$ cat config.mk
export PLATFORM = sky130hd
export DESIGN_NAME = ilv2_pwm
export DESIGN_NICKNAME = d
export VERILOG_FILES = /design/src/rtl/ilv2_pwm_pkg.sv /design/src/rtl/ilv2_timebase.sv /design/src/rtl/ilv2_phase_ramp.sv /design/src/rtl/ilv2_channel.sv /design/src/rtl/ilv2_pwm.sv
export SDC_FILE = /design/constraint.sdc
export NUM_CORES = 1
export LEC_CHECK = 0
export ABC_AREA = 1
export CAP_MARGIN = 20
export CORE_UTILIZATION = 64
export CTS_CLUSTER_SIZE = 14
export DETAILED_ROUTE_END_ITERATION = 7
export GPL_TIMING_DRIVEN = 0
export PLACE_DENSITY = 0.86
export SLEW_MARGIN = 20
export SYNTH_ARGS = -nofsm -noshare
export SYNTH_HDL_FRONTEND = slang
export SYNTH_SLANG_ARGS = --single-unit
$ cat constraint.sdc
create_clock -name clk -period 5.15 [get_ports clk]
set_input_delay 0.515 -clock clk [delete_from_list [all_inputs] [get_ports clk]]
set_output_delay 0.515 -clock clk [all_outputs]
set_load 0.02 [all_outputs]
$ cat src/rtl/ilv2_pwm_pkg.sv
package ilv2_pwm_pkg;

    // Period timebase states
    typedef enum logic {
        TM_IDLE = 1'b0,
        TM_RUN  = 1'b1
    } tm_state_e;

    // Per-channel switching states
    typedef enum logic [1:0] {
        CH_OFF   = 2'd0,
        CH_BLANK = 2'd1,
        CH_ARMED = 2'd2,
        CH_ON    = 2'd3
    } ch_state_e;

    // Number of interleaved phases
    localparam int unsigned NUM_PH = 2;

endpackage

$ cat src/rtl/ilv2_timebase.sv
module ilv2_timebase
    import ilv2_pwm_pkg::*;
#(
    parameter int unsigned CNT_W = 10,
    parameter int unsigned P_MIN = 8
) (
    input  logic             clk,
    input  logic             rst_n,
    input  logic             en_i,
    input  logic [CNT_W-1:0] period_i,
    output logic             run_o,
    output logic [CNT_W-1:0] cnt_o,
    output logic [CNT_W-1:0] per_o
);

    localparam logic [CNT_W-1:0] PMIN_V = CNT_W'(P_MIN);
    localparam logic [CNT_W-1:0] ONE_V  = CNT_W'(1);

    tm_state_e        state_q, state_d;
    logic [CNT_W-1:0] cnt_q, cnt_d;
    logic [CNT_W-1:0] per_q, per_d;
    logic [CNT_W-1:0] per_clamped;

    // Periods below the minimum are raised to it
    assign per_clamped = (period_i < PMIN_V) ? PMIN_V : period_i;

    // State register
    always_ff @(posedge clk or negedge rst_n) begin
        if (!rst_n) begin
            state_q <= TM_IDLE;
            cnt_q   <= '0;
            per_q   <= PMIN_V;
        end else begin
            state_q <= state_d;
            cnt_q   <= cnt_d;
            per_q   <= per_d;
        end
    end

    // Next state: start, count, wrap, halt
    always_comb begin
        state_d = state_q;
        cnt_d   = cnt_q;
        per_d   = per_q;
        unique case (state_q)
            TM_IDLE: begin
                cnt_d = '0;
                if (en_i) begin
                    state_d = TM_RUN;
                    per_d   = per_clamped;
                end
            end
            TM_RUN: begin
                if (!en_i) begin
                    state_d = TM_IDLE;
                    cnt_d   = '0;
                end else if (cnt_q == per_q - ONE_V) begin
                    cnt_d = '0;
                    per_d = per_clamped;
                end else begin
                    cnt_d = cnt_q + ONE_V;
                end
            end
            default: begin
                state_d = TM_IDLE;
                cnt_d   = '0;
            end
        endcase
    end

    // Outputs
    always_comb begin
        run_o = (state_q == TM_RUN) && en_i;
        cnt_o = cnt_q;
        per_o = per_q;
    end

    assert_cnt_range_R2: assert property (@(posedge clk) disable iff (!rst_n)
        (state_q == TM_RUN) |-> (cnt_q < per_q));

    assert_wrap_R2: assert property (@(posedge clk) disable iff (!rst_n)
        (run_o && cnt_q == per_q - ONE_V) |=> (cnt_q == '0));

    assert_idle_clear_R10: assert property (@(posedge clk) disable iff (!rst_n)
        !en_i |=> (cnt_q == '0 && !run_o));

endmodule

$ cat src/rtl/ilv2_phase_ramp.sv
module ilv2_phase_ramp #(
    parameter int unsigned CNT_W      = 10,
    parameter int unsigned HALF_SHIFT = 0
) (
    input  logic             run_i,
    input  logic [CNT_W-1:0] cnt_i,
    input  logic [CNT_W-1:0] per_i,
    output logic [CNT_W-1:0] ramp_o,
    output logic             term_o
);

    logic [CNT_W-1:0] half;
    assign half = per_i >> 1;

    generate
        if (HALF_SHIFT == 0) begin : g_direct
            // Leading phase: ramp is the count itself
            assign ramp_o = cnt_i;
        end else begin : g_shifted
            // Lagging phase: count re-referenced half a period later
            assign ramp_o = (cnt_i >= half) ? (cnt_i - half)
                                            : (cnt_i + (per_i - half));
        end
    endgenerate

    assign term_o = run_i && (ramp_o == '0);

endmodule

$ cat src/rtl/ilv2_channel.sv
module ilv2_channel
    import ilv2_pwm_pkg::*;
#(
    parameter int unsigned CNT_W = 10
) (
    input  logic             clk,
    input  logic             rst_n,
    input  logic             run_i,
    input  logic             term_i,
    input  logic [CNT_W-1:0] ramp_i,
    input  logic [CNT_W-1:0] per_i,
    input  logic [CNT_W-1:0] cmd_i,
    output logic             pwm_o,
    output logic             samp_o
);

    localparam logic [CNT_W-1:0] ONE_V = CNT_W'(1);

    ch_state_e        st_q, st_d;
    logic [CNT_W-1:0] cmd_q, cmd_d;
    logic [CNT_W-1:0] per_q, per_d;
    logic [CNT_W-1:0] blk_q, blk_d;
    logic [CNT_W-1:0] quarter_q, eighth_q, quarter_in;
    logic [CNT_W:0]   thr;

    assign quarter_q  = per_q >> 2;
    assign eighth_q   = per_q >> 3;
    assign quarter_in = per_i >> 2;

    // Rising-edge threshold: zero command never fires, large commands saturate
    always_comb begin
        if (cmd_q == '0) begin
            thr = {1'b0, per_q};
        end else if (({1'b0, cmd_q} + {1'b0, quarter_q}) >= {1'b0, per_q}) begin
            thr = {1'b0, quarter_q};
        end else begin
            thr = {1'b0, per_q} - {1'b0, cmd_q};
        end
    end

    // State register
    always_ff @(posedge clk or negedge rst_n) begin
        if (!rst_n) begin
            st_q  <= CH_OFF;
            cmd_q <= '0;
            per_q <= CNT_W'(8);
            blk_q <= '0;
        end else begin
            st_q  <= st_d;
            cmd_q <= cmd_d;
            per_q <= per_d;
            blk_q <= blk_d;
        end
    end

    // Next state: terminate, unblank, fire, drop
    always_comb begin
        st_d  = st_q;
        cmd_d = cmd_q;
        per_d = per_q;
        blk_d = blk_q;
        if (!run_i) begin
            st_d  = CH_OFF;
            blk_d = '0;
        end else if (term_i) begin
            st_d  = CH_BLANK;
            cmd_d = cmd_i;
            per_d = per_i;
            blk_d = quarter_in - ONE_V;
        end else begin
            unique case (st_q)
                CH_OFF:   st_d = CH_OFF;
                CH_BLANK: begin
                    if (blk_q <= ONE_V) begin
                        st_d  = CH_ARMED;
                        blk_d = '0;
                    end else begin
                        blk_d = blk_q - ONE_V;
                    end
                end
                CH_ARMED: begin
                    if ({1'b0, ramp_i} >= thr) st_d = CH_ON;
                end
                CH_ON:    st_d = CH_ON;
                default:  st_d = CH_OFF;
            endcase
        end
    end

    // Outputs from state
    always_comb begin
        pwm_o  = (st_q == CH_ON);
        samp_o = (st_q == CH_BLANK) && (blk_q == quarter_q - eighth_q);
    end

    // Low-time tracker used only by the minimum off-time check
    logic [CNT_W:0] off_run_q;
    always_ff @(posedge clk or negedge rst_n) begin
        if (!rst_n) begin
            off_run_q <= '0;
        end else if (run_i && term_i) begin
            off_run_q <= '0;
        end else if (!pwm_o && !(&off_run_q)) begin
            off_run_q <= off_run_q + 1'b1;
        end
    end

    assert_fall_at_term_R3: assert property (@(posedge clk) disable iff (!rst_n)
        (run_i && term_i) |=> !pwm_o);

    assert_min_off_R6: assert property (@(posedge clk) disable iff (!rst_n)
        $rose(pwm_o) |-> (off_run_q >= {1'b0, quarter_q}));

    assert_zero_cmd_R7: assert property (@(posedge clk) disable iff (!rst_n)
        (st_q == CH_ARMED && cmd_q == '0 && run_i && !term_i) |=> !pwm_o);

    assert_samp_single_R8: assert property (@(posedge clk) disable iff (!rst_n)
        samp_o |=> !samp_o);

    assert_cmd_hold_R9: assert property (@(posedge clk) disable iff (!rst_n)
        (run_i && !term_i) |=> $stable(cmd_q));

    assert_stop_R10: assert property (@(posedge clk) disable iff (!rst_n)
        !run_i |=> (!pwm_o && !samp_o));

endmodule

$ cat src/rtl/ilv2_pwm.sv
module ilv2_pwm
    import ilv2_pwm_pkg::*;
#(
    parameter int unsigned CNT_W = 10,
    parameter int unsigned P_MIN = 8
) (
    input  logic             clk,
    input  logic             rst_n,
    input  logic             en_i,
    input  logic [CNT_W-1:0] period_i,
    input  logic [CNT_W-1:0] cmd_a_i,
    input  logic [CNT_W-1:0] cmd_b_i,
    output logic             pwm_a_o,
    output logic             pwm_b_o,
    output logic             samp_a_o,
    output logic             samp_b_o
);

    logic             run_w;
    logic [CNT_W-1:0] cnt_w;
    logic [CNT_W-1:0] per_w;

    logic [CNT_W-1:0] cmd_w  [NUM_PH];
    logic [CNT_W-1:0] ramp_w [NUM_PH];
    logic [NUM_PH-1:0] term_w;
    logic [NUM_PH-1:0] pwm_w;
    logic [NUM_PH-1:0] samp_w;

    assign cmd_w[0] = cmd_a_i;
    assign cmd_w[1] = cmd_b_i;

    ilv2_timebase #(
        .CNT_W (CNT_W),
        .P_MIN (P_MIN)
    ) u_timebase (
        .clk      (clk),
        .rst_n    (rst_n),
        .en_i     (en_i),
        .period_i (period_i),
        .run_o    (run_w),
        .cnt_o    (cnt_w),
        .per_o    (per_w)
    );

    generate
        for (genvar g = 0; g < NUM_PH; g++) begin : g_phase
            ilv2_phase_ramp #(
                .CNT_W      (CNT_W),
                .HALF_SHIFT (g)
            ) u_ramp (
                .run_i  (run_w),
                .cnt_i  (cnt_w),
                .per_i  (per_w),
                .ramp_o (ramp_w[g]),
                .term_o (term_w[g])
            );

            ilv2_channel #(
                .CNT_W (CNT_W)
            ) u_chan (
                .clk    (clk),
                .rst_n  (rst_n),
                .run_i  (run_w),
                .term_i (term_w[g]),
                .ramp_i (ramp_w[g]),
                .per_i  (per_w),
                .cmd_i  (cmd_w[g]),
                .pwm_o  (pwm_w[g]),
                .samp_o (samp_w[g])
            );
        end
    endgenerate

    assign pwm_a_o  = pwm_w[0];
    assign pwm_b_o  = pwm_w[1];
    assign samp_a_o = samp_w[0];
    assign samp_b_o = samp_w[1];

    assert_terms_apart_R4: assert property (@(posedge clk) disable iff (!rst_n)
        !(term_w[0] && term_w[1]));

    assert_reset_low_R1: assert property (@(posedge clk) disable iff (!rst_n)
        (!en_i) |=> (pwm_w == '0 && samp_w == '0));

endmodule

==> flow_metrics.env, run 1 <==
export IMPL_netSwitchingFraction_pct=47.14
export IMPL_synthArstFlopShare_pct=100.0
export IMPL_synth_edf_count=0
export IMPL_ys_seq_area_share_pct=21.29
export IMPL_nets=1686
export IMPL_crit_family="simple AND/OR/NAND/NOR gates"
export IMPL_drcViolationCount=0
export IMPL_synth_top_area_cell="dfrtp_1"
export IMPL_syn_num_nets=1627
export IMPL_synthCells=1449
export IMPL_final_antenna_net_count=0
export IMPL_yosysTopAreaCellShare_pct=20.50
export IMPL_drv_cap=0
export IMPL_cp_startpoint="g_phase[1].u_chan.per_q[3]$_DFFE_PN1P_"
export IMPL_reg2reg_slack_ns=0.27
export IMPL_grt_max_degree=50
export IMPL_globalplace_congestion=0.9445
export IMPL_start_util_pct=65.60
export IMPL_routed_wl_um=26500
export IMPL_crit_top_cell="nand2_1"
export IMPL_synth_seq_cells=85
export IMPL_slew_headroom_pct=52.21
export IMPL_first_pass_iters=5
export IMPL_track_usage_pct=33.71
export IMPL_crit_cells=29
export IMPL_p_comb_share_pct=59.5
export IMPL_synthToLayoutAreaGrowth_pct=10.91
export IMPL_post_drt_wl_per_cell_um=15.37
export IMPL_die_h_um=127.1
export IMPL_r2r_start="g_phase[1].u_chan.per_q[3]$_DFFE_PN1P_"
export IMPL_rows=45
export IMPL_synth_distinct_cells=50
export IMPL_hold_viol=0
export IMPL_rr_worst_depth=29
export IMPL_p_sw_mw=1.703
export IMPL_die_area_um2=16140
export IMPL_ys_warn_count=0
export IMPL_cpMaxStageDelayCell="dfstp_2"
export IMPL_worstPathRequired_ns=5.42
export IMPL_r2r_end="g_phase[1].u_chan.st_q[0]$_DFFE_PN0P_"
export IMPL_cts_max_level=3
export IMPL_cts_sinks=85
export IMPL_synth_area_leaders="dfrtp_1 (21%), ha_1 (16%), nand2_1 (14%)"
export IMPL_place_hpwl_um=20620
export IMPL_yosys_top_cells_count="nand2_1 (363), inv_1 (219), ha_1 (129)"
export IMPL_cp_max_fo=10
export IMPL_antenna_found_initial=0
export IMPL_seqPwrFrac_pct=23.4
export IMPL_powerDensity_nw_per_um2=325.4
export IMPL_drt_vias_per_instance=5.773
export IMPL_slew_viol_final=0
export IMPL_hold_class="input pin to asynchronous set/reset pin"
export IMPL_instances_no_fill=1724
export IMPL_syn_area_um2=10010
export IMPL_cts_tree="done"
export IMPL_core_area_um2=15260
export IMPL_io_buffers=36
export IMPL_finalSetupViolCount=0
export IMPL_peakVddDrop_mv=0.2969
export IMPL_power_frac_clock_pct=17.1
export IMPL_drt_iter0_drc=851
export IMPL_period_share_pct=94.76
export IMPL_worst_setup_path_start_kind="flop"
export IMPL_p_leak_nw=5.734
export IMPL_grt_ovfl_total=0
export IMPL_worstMarginPinSlew_ns=0.7109
export IMPL_dpl_cell_count=1697
export IMPL_grt_pass1_wl_um=43580
export IMPL_status="finished, final reports clean"
export IMPL_cts_buffers_inserted=9
export IMPL_cp_data_arrival_time_ns=5.15
export IMPL_critPathMaxStageDelay_ns=0.63
export IMPL_path_buf_inv=3
export IMPL_clockBufferDepth=2
export IMPL_die_w_um=127.1
export IMPL_cts_root_buf="clkbuf_16"
export IMPL_grt_pass1_vias=9389
export IMPL_fin_skew_ns=0.01191
export IMPL_end_kind="flop"
export IMPL_clock_latency_ns=0.36
export IMPL_fin_crit_ns=4.880
export IMPL_hold_ws_ns=0.1235
export IMPL_cts_clk_slew_worst_paths_ns=0.07
export IMPL_yosysMostFrequentCell="nand2_1"
export IMPL_antenna_cells=0
export IMPL_hold_buffers=0
export IMPL_fill_cells=1234
export IMPL_syn_area_per_cell_um2=6.908
export IMPL_p_int_mw=1.910
export IMPL_synth_ff_type="dfrtp_1"
export IMPL_fmax_mhz=204.9
export IMPL_crit_type="flop to flop"
export IMPL_vias=9953
export IMPL_drive_above_1_share_pct=7.138
export IMPL_ios=37
==> sequential cells by signal (all words and copies together) (netlist names) <==
signal / cells
g_phase.u_chan.st_q: 4
u_timebase.per_o: 10
g_phase.u_chan.per_q: 20
g_phase.u_chan.cmd_q: 20
u_timebase.state_q: 1
u_timebase.cnt_o: 10
g_phase.u_chan.blk_q: 20
==> worst max-delay path by stage <==
stage / end / slack [ns]
final: g_phase[1].u_chan.st_q[0]$_DFFE_PN0P_ / 0.27
after detailed placement: g_phase[0].u_chan.st_q[0]$_DFFE_PN0P_ / -0.34
after global routing: g_phase[1].u_chan.st_q[0]$_DFFE_PN0P_ / -0.1
after floorplan: g_phase[0].u_chan.st_q[0]$_DFFE_PN0P_ / 0.71
after CTS: g_phase[0].u_chan.st_q[0]$_DFFE_PN0P_ / 0.001
after global placement: g_phase[0].u_chan.st_q[0]$_DFFE_PN0P_ / -0.06
==> final cells by class <==
cell class	count	area, um^2	area share, %
clock buffers	10	239.0	2.153
multi-input cells	1112	6948	62.58
inverters	226	855.8	7.709
plain buffers	26	153.9	1.386
well taps	211	264.0	2.378
flip-flops and latches	85	2135	19.23
repair buffers	48	467.9	4.215
clock inverters	6	38.79	0.3494
==> through the flow <==
stage	TNS [ns]	setup slack (ns)	area, um^2	power [mW]	util (%)
floorplan	0	0.7094	10010	2.419	-
CTS	0	0.001239	10960	3.546	71.80
detailed placement	-0.3376	-0.3376	10660	2.912	69.86
global route	-0.09819	-0.09819	11100	3.959	72.76
finish	0	0.2699	11100	3.613	72.76
global placement	-0.06182	-0.06182	10630	2.821	69.69
==> logic make-up (layout without fill, tap and decap cells) <==
logic type,after synthesis,count (layout),synth area share (%)
AND/OR/NAND/NOR,649,649,29.09
buffers and inverters,252,316,9.937
AO/OA/AOI/OAI,232,232,12.84
adder cells (fa/ha/maj),145,145,19.33
XOR/XNOR,86,86,7.525
flip-flops,85,85,21.29
==> metal layers <==
metal  GRT usage (%)  share of wire, %
met3           4.774               6.8
met1           42.91                43
met2           56.92                47
met5               0                 0
met4           15.34               3.8
==> placed cells by master, fill, tap and decap left out, drive strengths merged, types with 7 or more instances in the layout <==
cell type	synthesis	layout
fa	16	16
buf	10	24
clkdlybuf4s50	0	35
xnor2	30	30
xor2	56	56
ha	129	129
o211ai	12	12
clkbuf	16	25
a31oi	8	8
o21ai	109	109
a21oi	76	76
dfrtp	82	82
nand3b	10	10
inv	223	221
or2	10	10
nor3	16	16
nor4	12	12
clkinv	3	7
nand4	41	41
nor2	93	93
o21bai	7	7
nand3	83	83
nand2	381	381
==> power by group through the flow <==
stage          clock [mW]  combinational (mW)  sequential, mW
2_1_floorplan           0                1.62           0.804
3_3_place_gp            0                1.97           0.849
3_5_place_dp            0                2.06           0.850
4_1_cts             0.622                2.08           0.840
5_1_grt             0.649                2.46           0.851
6_report            0.618                2.15           0.845
==> what timing repair did <==
action,CTS,global route
gates resized for setup,5,22
setup endpoints to repair,1,2
setup buffers,1,10
pin swaps,0,6
No activity file was read; power rests on OpenSTA's default activity.
==> run 2: changes to the inputs <==
--- a/config.mk
+++ b/config.mk
@@ -8,10 +8,12 @@
 export ABC_AREA = 1
 export CAP_MARGIN = 20
 export CORE_UTILIZATION = 64
+export CTS_CLUSTER_DIAMETER = 200
 export CTS_CLUSTER_SIZE = 14
 export DETAILED_ROUTE_END_ITERATION = 7
 export GPL_TIMING_DRIVEN = 0
 export PLACE_DENSITY = 0.86
+export RECOVER_POWER = 100
 export SLEW_MARGIN = 20
 export SYNTH_ARGS = -nofsm -noshare
 export SYNTH_HDL_FRONTEND = slang
==> run 2 against run 1 <==
  * The flow now finishes with violations (design-rule violations, max-capacitance violations, max-slew violations)
  * Global-route usage did not move
  * Worst hold slack improved by 0.39 ns
  * Design area fell by 0.62%
  * Sequential cell count did not move
  * Clock power barely moved
  * Via count fell by 0.30%
  * Clock skew barely moved
  * Critical path type unchanged
  * Critical endpoint unchanged
==> flow_metrics.env, run 2 (synthesis gave the netlist of run 1 again) <==
export IMPL_status="finished with violations"
export IMPL_violations="design-rule violations, max-capacitance violations, max-slew violations"
export IMPL_fill_cells=1247
export IMPL_final_common_cell="nand2_1"
export IMPL_hp_start="u_timebase.per_o[3]$_DFFE_PN1P_"
export IMPL_worst_slack_ns=0.2423
export IMPL_grt_util_met2_pct=56.92
export IMPL_cts_buffers_inserted=9
export IMPL_routed_wl_um=26480
export IMPL_period_share_pct=95.30
export IMPL_reg2reg_slack_ns=0.24
export IMPL_worst_setup_path_start_kind="flop"
export IMPL_min_to="u_timebase.per_o[3]$_DFFE_PN1P_"
export IMPL_instances_no_fill=1724
export IMPL_place_ws_ns=-0.3376
export IMPL_fin_skew_ns=0.01227
export IMPL_critPathMaxStageDelay_ns=0.63
export IMPL_track_usage_pct=33.71
export IMPL_grt_pass1_wl_um=43580
export IMPL_drv_cap=1
export IMPL_start_util_pct=65.60
export IMPL_drive_above_1_share_pct=6.213
export IMPL_slew_viol_final=37
export IMPL_synthToLayoutAreaGrowth_pct=10.23
export IMPL_crit_family="simple AND/OR/NAND/NOR gates"
export IMPL_largestRegisters="g_phase.u_chan.blk_q (20), g_phase.u_chan.cmd_q (20), g_phase.u_chan.per_q (20)"
export IMPL_globalplace_congestion=0.9445
export IMPL_nets=1686
export IMPL_grt_ovfl_total=0
export IMPL_fin_crit_ns=4.908
export IMPL_whs_path_depth=2
export IMPL_crit_top_cell="nand2_1"
export IMPL_finalSetupViolCount=0
export IMPL_first_pass_iters=8
export IMPL_cts_sinks=85
export IMPL_grt_max_degree=50
export IMPL_worstMarginPinSlew_ns=2.116
export IMPL_clockBufferDepth=2
export IMPL_cts_max_level=3
export IMPL_core_area_um2=15260
export IMPL_rr_worst_depth=29
export IMPL_total_power_mw=3.590
export IMPL_antenna_found_initial=0
export IMPL_cts_root_buf="clkbuf_16"
export IMPL_hold_viol=0
export IMPL_powerDensity_nw_per_um2=325.4
export IMPL_crit_type="flop to flop"
export IMPL_slew_headroom_pct=-41.10
export IMPL_die_w_um=127.1
export IMPL_peakVddDrop_mv=0.2971
export IMPL_dpl_cell_count=1697
export IMPL_cts_clk_slew_worst_paths_ns=0.06
export IMPL_grt_pass1_vias=9389
export IMPL_rows=45
export IMPL_io_buffers=36
export IMPL_p_leak_nw=5.688
export IMPL_cp_max_fo=10
export IMPL_final_antenna_net_count=0
export IMPL_fmax_mhz=203.8
export IMPL_top_usage_layer="met2"
export IMPL_cpMaxStageDelayCell="dfstp_2"
export IMPL_clock_latency_ns=0.36
export IMPL_antenna_cells=0
export IMPL_place_hpwl_um=20620
export IMPL_die_h_um=127.1
export IMPL_drt_iter0_drc=797
export IMPL_drcViolationCount=2
export IMPL_cp_data_arrival_time_ns=5.18
export IMPL_use_met3_pct=4.774
export IMPL_post_drt_wl_per_cell_um=15.36
export IMPL_worstPathRequired_ns=5.42
export IMPL_path_buf_inv=3
export IMPL_vias=9923
export IMPL_die_area_um2=16140
export IMPL_met1_usage_pct=42.91
export IMPL_r2r_start="g_phase[1].u_chan.per_q[3]$_DFFE_PN1P_"
export IMPL_final_cell_mix="nand2_1 (365), inv_1 (218), ha_1 (127), o21ai_0 (101), nor2_1 (89)"
export IMPL_ios=37
export IMPL_r2r_end="g_phase[1].u_chan.st_q[0]$_DFFE_PN0P_"
export IMPL_hold_class="flop to flop"
export IMPL_drt_vias_per_instance=5.756
export IMPL_cts_tree="done"
export IMPL_hold_buffers=0
export IMPL_end_kind="flop"
==> run 2: cell type report <==
type | instances | area [um^2] | area share [%]
Multi-Input combinational cell | 1112 | 6903 | 62.57
Clock inverter | 6 | 38.79 | 0.3516
Buffer | 26 | 133.9 | 1.213
Clock buffer | 10 | 239.0 | 2.166
Inverter | 226 | 855.8 | 7.757
Timing Repair Buffer | 48 | 464.2 | 4.207
Sequential cell | 85 | 2135 | 19.35
Tap cell | 211 | 264.0 | 2.393
==> run 2: metal layers <==
metal  vias up  routed length, um  part of all wire [%]
met1      4584              11290                    43
li1       4876                  -                     -
met4         0               1014                   3.8
met5         -                  0                     0
met3        85               1826                   6.9
met2       378              12350                    47
==> run 2: worst register-to-register path: cells and delay by family, from the launching register on <==
family / cells / cell delay (ns)
AOI/OAI and AO/OA: 9 / 1.16
xor gates and xnor gates: 1 / 0.13
adders and majority gates: 3 / 1.12
buffers and inverters: 3 / 0.44
DFF: 1 / 0.63
and+or+nand+nor: 13 / 1.34
==> run 2: stage by stage <==
| step | hold WS (ns) | TNS (ns) | cell area [um^2] | util (%) |
|---|---|---|---|---|
| final | 0.5153 | 0 | 11030 | 72.31 |
| after global routing | 0.5333 | -0.09820 | 11030 | 72.31 |
| after detailed placement | 0.5044 | -0.3376 | 10660 | 69.86 |
| after global placement | 0.5022 | -0.06182 | 10630 | 69.69 |
| after floorplan | 0.2194 | 0 | 10010 | - |
| after CTS | 0.1434 | 0 | 10960 | 71.80 |
==> run 2: how the worst max path moves through the flow <==
stage                                                 startpoint                                    end  cells past startpoint
after floorplan           g_phase[0].u_chan.per_q[3]$_DFFE_PN1P_  g_phase[0].u_chan.st_q[0]$_DFFE_PN0P_                     30
after global placement    g_phase[0].u_chan.per_q[3]$_DFFE_PN1P_  g_phase[0].u_chan.st_q[0]$_DFFE_PN0P_                     30
after detailed placement  g_phase[0].u_chan.per_q[3]$_DFFE_PN1P_  g_phase[0].u_chan.st_q[0]$_DFFE_PN0P_                     30
after CTS                 g_phase[0].u_chan.per_q[3]$_DFFE_PN1P_  g_phase[0].u_chan.st_q[0]$_DFFE_PN0P_                     30
after global routing      g_phase[1].u_chan.per_q[3]$_DFFE_PN1P_  g_phase[1].u_chan.st_q[0]$_DFFE_PN0P_                     29
final                     g_phase[1].u_chan.per_q[3]$_DFFE_PN1P_  g_phase[1].u_chan.st_q[0]$_DFFE_PN0P_                     29
==> run 2: where the power goes <==
group,internal (mW),switching (mW)
Clock,0.338,0.278
Sequential,0.731,0.115
Combinational,0.834,1.29
Total,1.90,1.69
==> run 2: repair_timing <==
item / in CTS / in global routing
setup endpoints to repair: 1 / 2
pin swaps: 0 / 6
gates resized for setup: 5 / 22
buffers inserted: 1 / 10
==> run 3: changes to the inputs <==
--- a/config.mk
+++ b/config.mk
@@ -5,14 +5,13 @@
 export SDC_FILE = /design/constraint.sdc
 export NUM_CORES = 1
 export LEC_CHECK = 0
-export ABC_AREA = 1
 export CAP_MARGIN = 20
-export CORE_UTILIZATION = 64
+export CORE_UTILIZATION = 63
 export CTS_CLUSTER_DIAMETER = 200
 export CTS_CLUSTER_SIZE = 14
 export DETAILED_ROUTE_END_ITERATION = 7
 export GPL_TIMING_DRIVEN = 0
-export PLACE_DENSITY = 0.86
+export PLACE_DENSITY = 0.85
 export RECOVER_POWER = 100
 export SLEW_MARGIN = 20
 export SYNTH_ARGS = -nofsm -noshare
==> run 3 against run 2 <==
  * The run ends with max-capacitance violations, max-slew violations, negative setup slack left
  * Largest power group unchanged
  * Power is 9.2% higher
  * Die area is 6.4% lower
  * Synthesized area down 7.9%
  * Clock skew down 0.0026 ns
  * Core utilization up 1.1 points
  * Critical endpoint unchanged
  * Worst hold slack improved by 0.015 ns
  * Sequential share of layout area up 1.3 points
==> flow_metrics.env, run 3 <==
export IMPL_drv_cap=2
export IMPL_drt_iter0_drc=729
export IMPL_hold_class="flop to flop"
export IMPL_reg2reg_slack_ns=-0.06
export IMPL_rsz0062_at_grt="yes"
export IMPL_instances_no_fill=1328
export IMPL_p_leak_nw=4.909
export IMPL_synth_area_leaders="dfrtp_1 (22%), ha_1 (18%), xnor2_1 (6.9%)"
export IMPL_r2r_start="g_phase[1].u_chan.per_q[2]$_DFFE_PN0P_"
export IMPL_die_area_um2=15110
export IMPL_clock_latency_ns=0.36
export IMPL_cts_root_buf="clkbuf_16"
export IMPL_final_antenna_net_count=0
export IMPL_ys_seq_area_share_pct=23.13
export IMPL_peakVddDrop_mv=0.3011
export IMPL_hp_start="u_timebase.per_o[3]$_DFFE_PN1P_"
export IMPL_yosysTopAreaCellShare_pct=22.27
export IMPL_grt_ovfl_total=0
export IMPL_cts_max_level=3
export IMPL_r2r_end="g_phase[1].u_chan.st_q[0]$_DFFE_PN0P_"
export IMPL_hold_ws_ns=0.5299
export IMPL_grt_pass1_wl_um=37940
export IMPL_final_cell_mix="ha_1 (126), inv_1 (106), nor2_1 (87), dfrtp_1 (80)"
export IMPL_syn_area_um2=9214
export IMPL_cp_data_arrival_time_ns=5.44
export IMPL_period_share_pct=101.1
export IMPL_io_buffers=36
export IMPL_antenna_cells=0
export IMPL_synth_edf_count=0
export IMPL_first_pass_iters=5
export IMPL_synthToLayoutAreaGrowth_pct=12.26
export IMPL_globalplace_congestion=0.9343
export IMPL_whs_path_depth=2
export IMPL_fill_cells=1034
export IMPL_finalSetupViolCount=1
export IMPL_die_h_um=122.9
export IMPL_critPathMaxStageDelay_ns=0.41
export IMPL_stdcell_area_um2=10340
export IMPL_min_to="g_phase[0].u_chan.per_q[3]$_DFFE_PN1P_"
export IMPL_powerDensity_nw_per_um2=379.1
export IMPL_worstPathRequired_ns=5.38
export IMPL_status="finished with violations"
export IMPL_violations="max-capacitance violations, max-slew violations, negative setup slack"
export IMPL_rr_worst_depth=28
export IMPL_synth_distinct_cells=67
export IMPL_top_usage_layer="met2"
export IMPL_slew_viol_final=88
export IMPL_crit_type="flop to flop"
export IMPL_worst_setup_path_start_kind="flop"
export IMPL_ios=37
export IMPL_final_common_cell="ha_1"
export IMPL_ys_warn_count=0
export IMPL_fin_skew_ns=0.009643
export IMPL_use_met3_pct=4.244
export IMPL_syn_num_nets=1252
export IMPL_fmax_mhz=192.0
export IMPL_hold_viol=0
export IMPL_place_hpwl_um=17620
export IMPL_tns_ns=-0.05723
export IMPL_synth_top_area_cell="dfrtp_1"
export IMPL_cp_max_fo=3
export IMPL_drive_above_1_share_pct=8.537
export IMPL_met1_usage_pct=43.75
export IMPL_die_w_um=122.9
export IMPL_yosysMostFrequentCell="ha_1"
export IMPL_drcViolationCount=0
export IMPL_grt_util_met2_pct=53.13
export IMPL_total_power_mw=3.921
export IMPL_slew_headroom_pct=-91.89
export IMPL_antenna_found_initial=0
export IMPL_drt_vias_per_instance=6.178
export IMPL_rows=43
export IMPL_fin_crit_ns=5.207
export IMPL_cpMaxStageDelayCell="dfrtp_1"
export IMPL_path_buf_inv=2
export IMPL_cts_tree="done"
export IMPL_largestRegisters="g_phase.u_chan.blk_q (20), g_phase.u_chan.cmd_q (20), g_phase.u_chan.per_q (20)"
export IMPL_post_drt_wl_per_cell_um=17.84
export IMPL_end_kind="flop"
export IMPL_vias=8204
export IMPL_dpl_cell_count=1291
export IMPL_cts_sinks=85
export IMPL_grt_max_degree=52
export IMPL_synth_ff_type="dfrtp_1"
export IMPL_syn_area_per_cell_um2=8.579
export IMPL_cts_buffers_inserted=9
export IMPL_worst_slack_ns=-0.05723
export IMPL_routed_wl_um=23700
export IMPL_start_util_pct=65.36
export IMPL_placed_cell_area_um2=9817
export IMPL_synthCells=1074
export IMPL_crit_family="compound AO/OA/AOI/OAI gates"
export IMPL_grt_pass1_vias=7866
export IMPL_yosys_top_cells_count="ha_1 (129), inv_1 (108), nor2_1 (87)"
export IMPL_nets=1321
export IMPL_hold_buffers=0
export IMPL_clockBufferDepth=2
export IMPL_track_usage_pct=32.43
export IMPL_core_area_um2=14100
export IMPL_synth_seq_cells=85
export IMPL_cts_clk_slew_worst_paths_ns=0.07
export IMPL_synthArstFlopShare_pct=100.0
export IMPL_worstMarginPinSlew_ns=2.878
[run 3: logic make-up (layout without fill, tap and decap cells)]
| logic type | after synthesis | count (layout) | share of synthesized area (%) |
|---|---|---|---|
| buf+inv | 131 | 205 | 5.473 |
| simple gates | 289 | 289 | 15.21 |
| xor+xnor | 99 | 99 | 9.411 |
| fa+ha+maj | 145 | 145 | 20.99 |
| compound gates | 260 | 260 | 17.90 |
| mux | 65 | 65 | 7.890 |
| flops | 85 | 85 | 23.13 |
[run 3: power breakdown]
group / switching [mW] / internal (mW) / total [mW]
Combinational: 1.30 / 1.12 / 2.43
Sequential: 0.119 / 0.736 / 0.854
Clock: 0.297 / 0.344 / 0.641
[run 3: final cells by class]
| class | count | area (um^2) | share of cell area (%) |
|---|---|---|---|
| buffer | 23 | 98.84 | 0.9556 |
| clock buffer | 10 | 239.0 | 2.310 |
| clock inverter | 6 | 46.29 | 0.4476 |
| inverter | 108 | 412.9 | 3.992 |
| multi-input combinational | 858 | 6673 | 64.51 |
| sequential | 85 | 2133 | 20.62 |
| tap | 180 | 225.2 | 2.177 |
| timing repair buffer | 58 | 515.5 | 4.984 |
[run 3: per-stage QoR]
step	util (%)	setup WS, ns
after CTS	72.87	-0.02142
after floorplan	-	0.03983
after global routing	73.38	-0.2646
after detailed placement	69.64	-0.6112
after global placement	69.52	-0.5861
final	73.38	-0.05723
[run 3: repair_timing]
| action | 4_1_cts | 5_1_grt |
|---|---|---|
| setup buffers | 14 | 8 |
| resized for setup | 22 | 18 |
| endpoints found under the setup margin | 2 | 2 |
| pin swaps | 10 | 36 |
[run 3: layer usage]
layer  vias to the layer above  share of wire (%)
met4                         0                2.6
li1                       3926                  -
met3                        55                5.6
met5                         -                  0
met2                       286                 47
met1                      3937                 44
[run 3: worst max path at each step]
| stage | start | to | slack, ns | cells past startpoint |
|---|---|---|---|---|
| CTS | g_phase[0].u_chan.per_q[3]$_DFFE_PN1P_ | g_phase[0].u_chan.st_q[0]$_DFFE_PN0P_ | -0.02 | 24 |
| global route | g_phase[1].u_chan.per_q[3]$_DFFE_PN1P_ | g_phase[1].u_chan.st_q[0]$_DFFE_PN0P_ | -0.26 | 26 |
| global placement | g_phase[0].u_chan.per_q[3]$_DFFE_PN1P_ | g_phase[0].u_chan.st_q[0]$_DFFE_PN0P_ | -0.59 | 24 |
| floorplan | g_phase[0].u_chan.per_q[3]$_DFFE_PN1P_ | g_phase[0].u_chan.st_q[0]$_DFFE_PN0P_ | 0.04 | 24 |
| detailed placement | g_phase[0].u_chan.per_q[3]$_DFFE_PN1P_ | g_phase[0].u_chan.st_q[0]$_DFFE_PN0P_ | -0.61 | 24 |
| finish | g_phase[1].u_chan.per_q[2]$_DFFE_PN0P_ | g_phase[1].u_chan.st_q[0]$_DFFE_PN0P_ | -0.06 | 28 |
[run 3: worst register-to-register path: cells and delay by family, from the launching register on]
| kind | cells | cell delay [ns] |
|---|---|---|
| AO/OA/AOI/OAI | 16 | 2.66 |
| XOR/XNOR | 1 | 0.13 |
| multiplexers | 2 | 0.35 |
| adder cells (fa/ha/maj) | 4 | 1.01 |
| flip-flops | 1 | 0.41 |
| buffers and inverters | 2 | 0.22 |
| AND/OR/NAND/NOR | 3 | 0.30 |
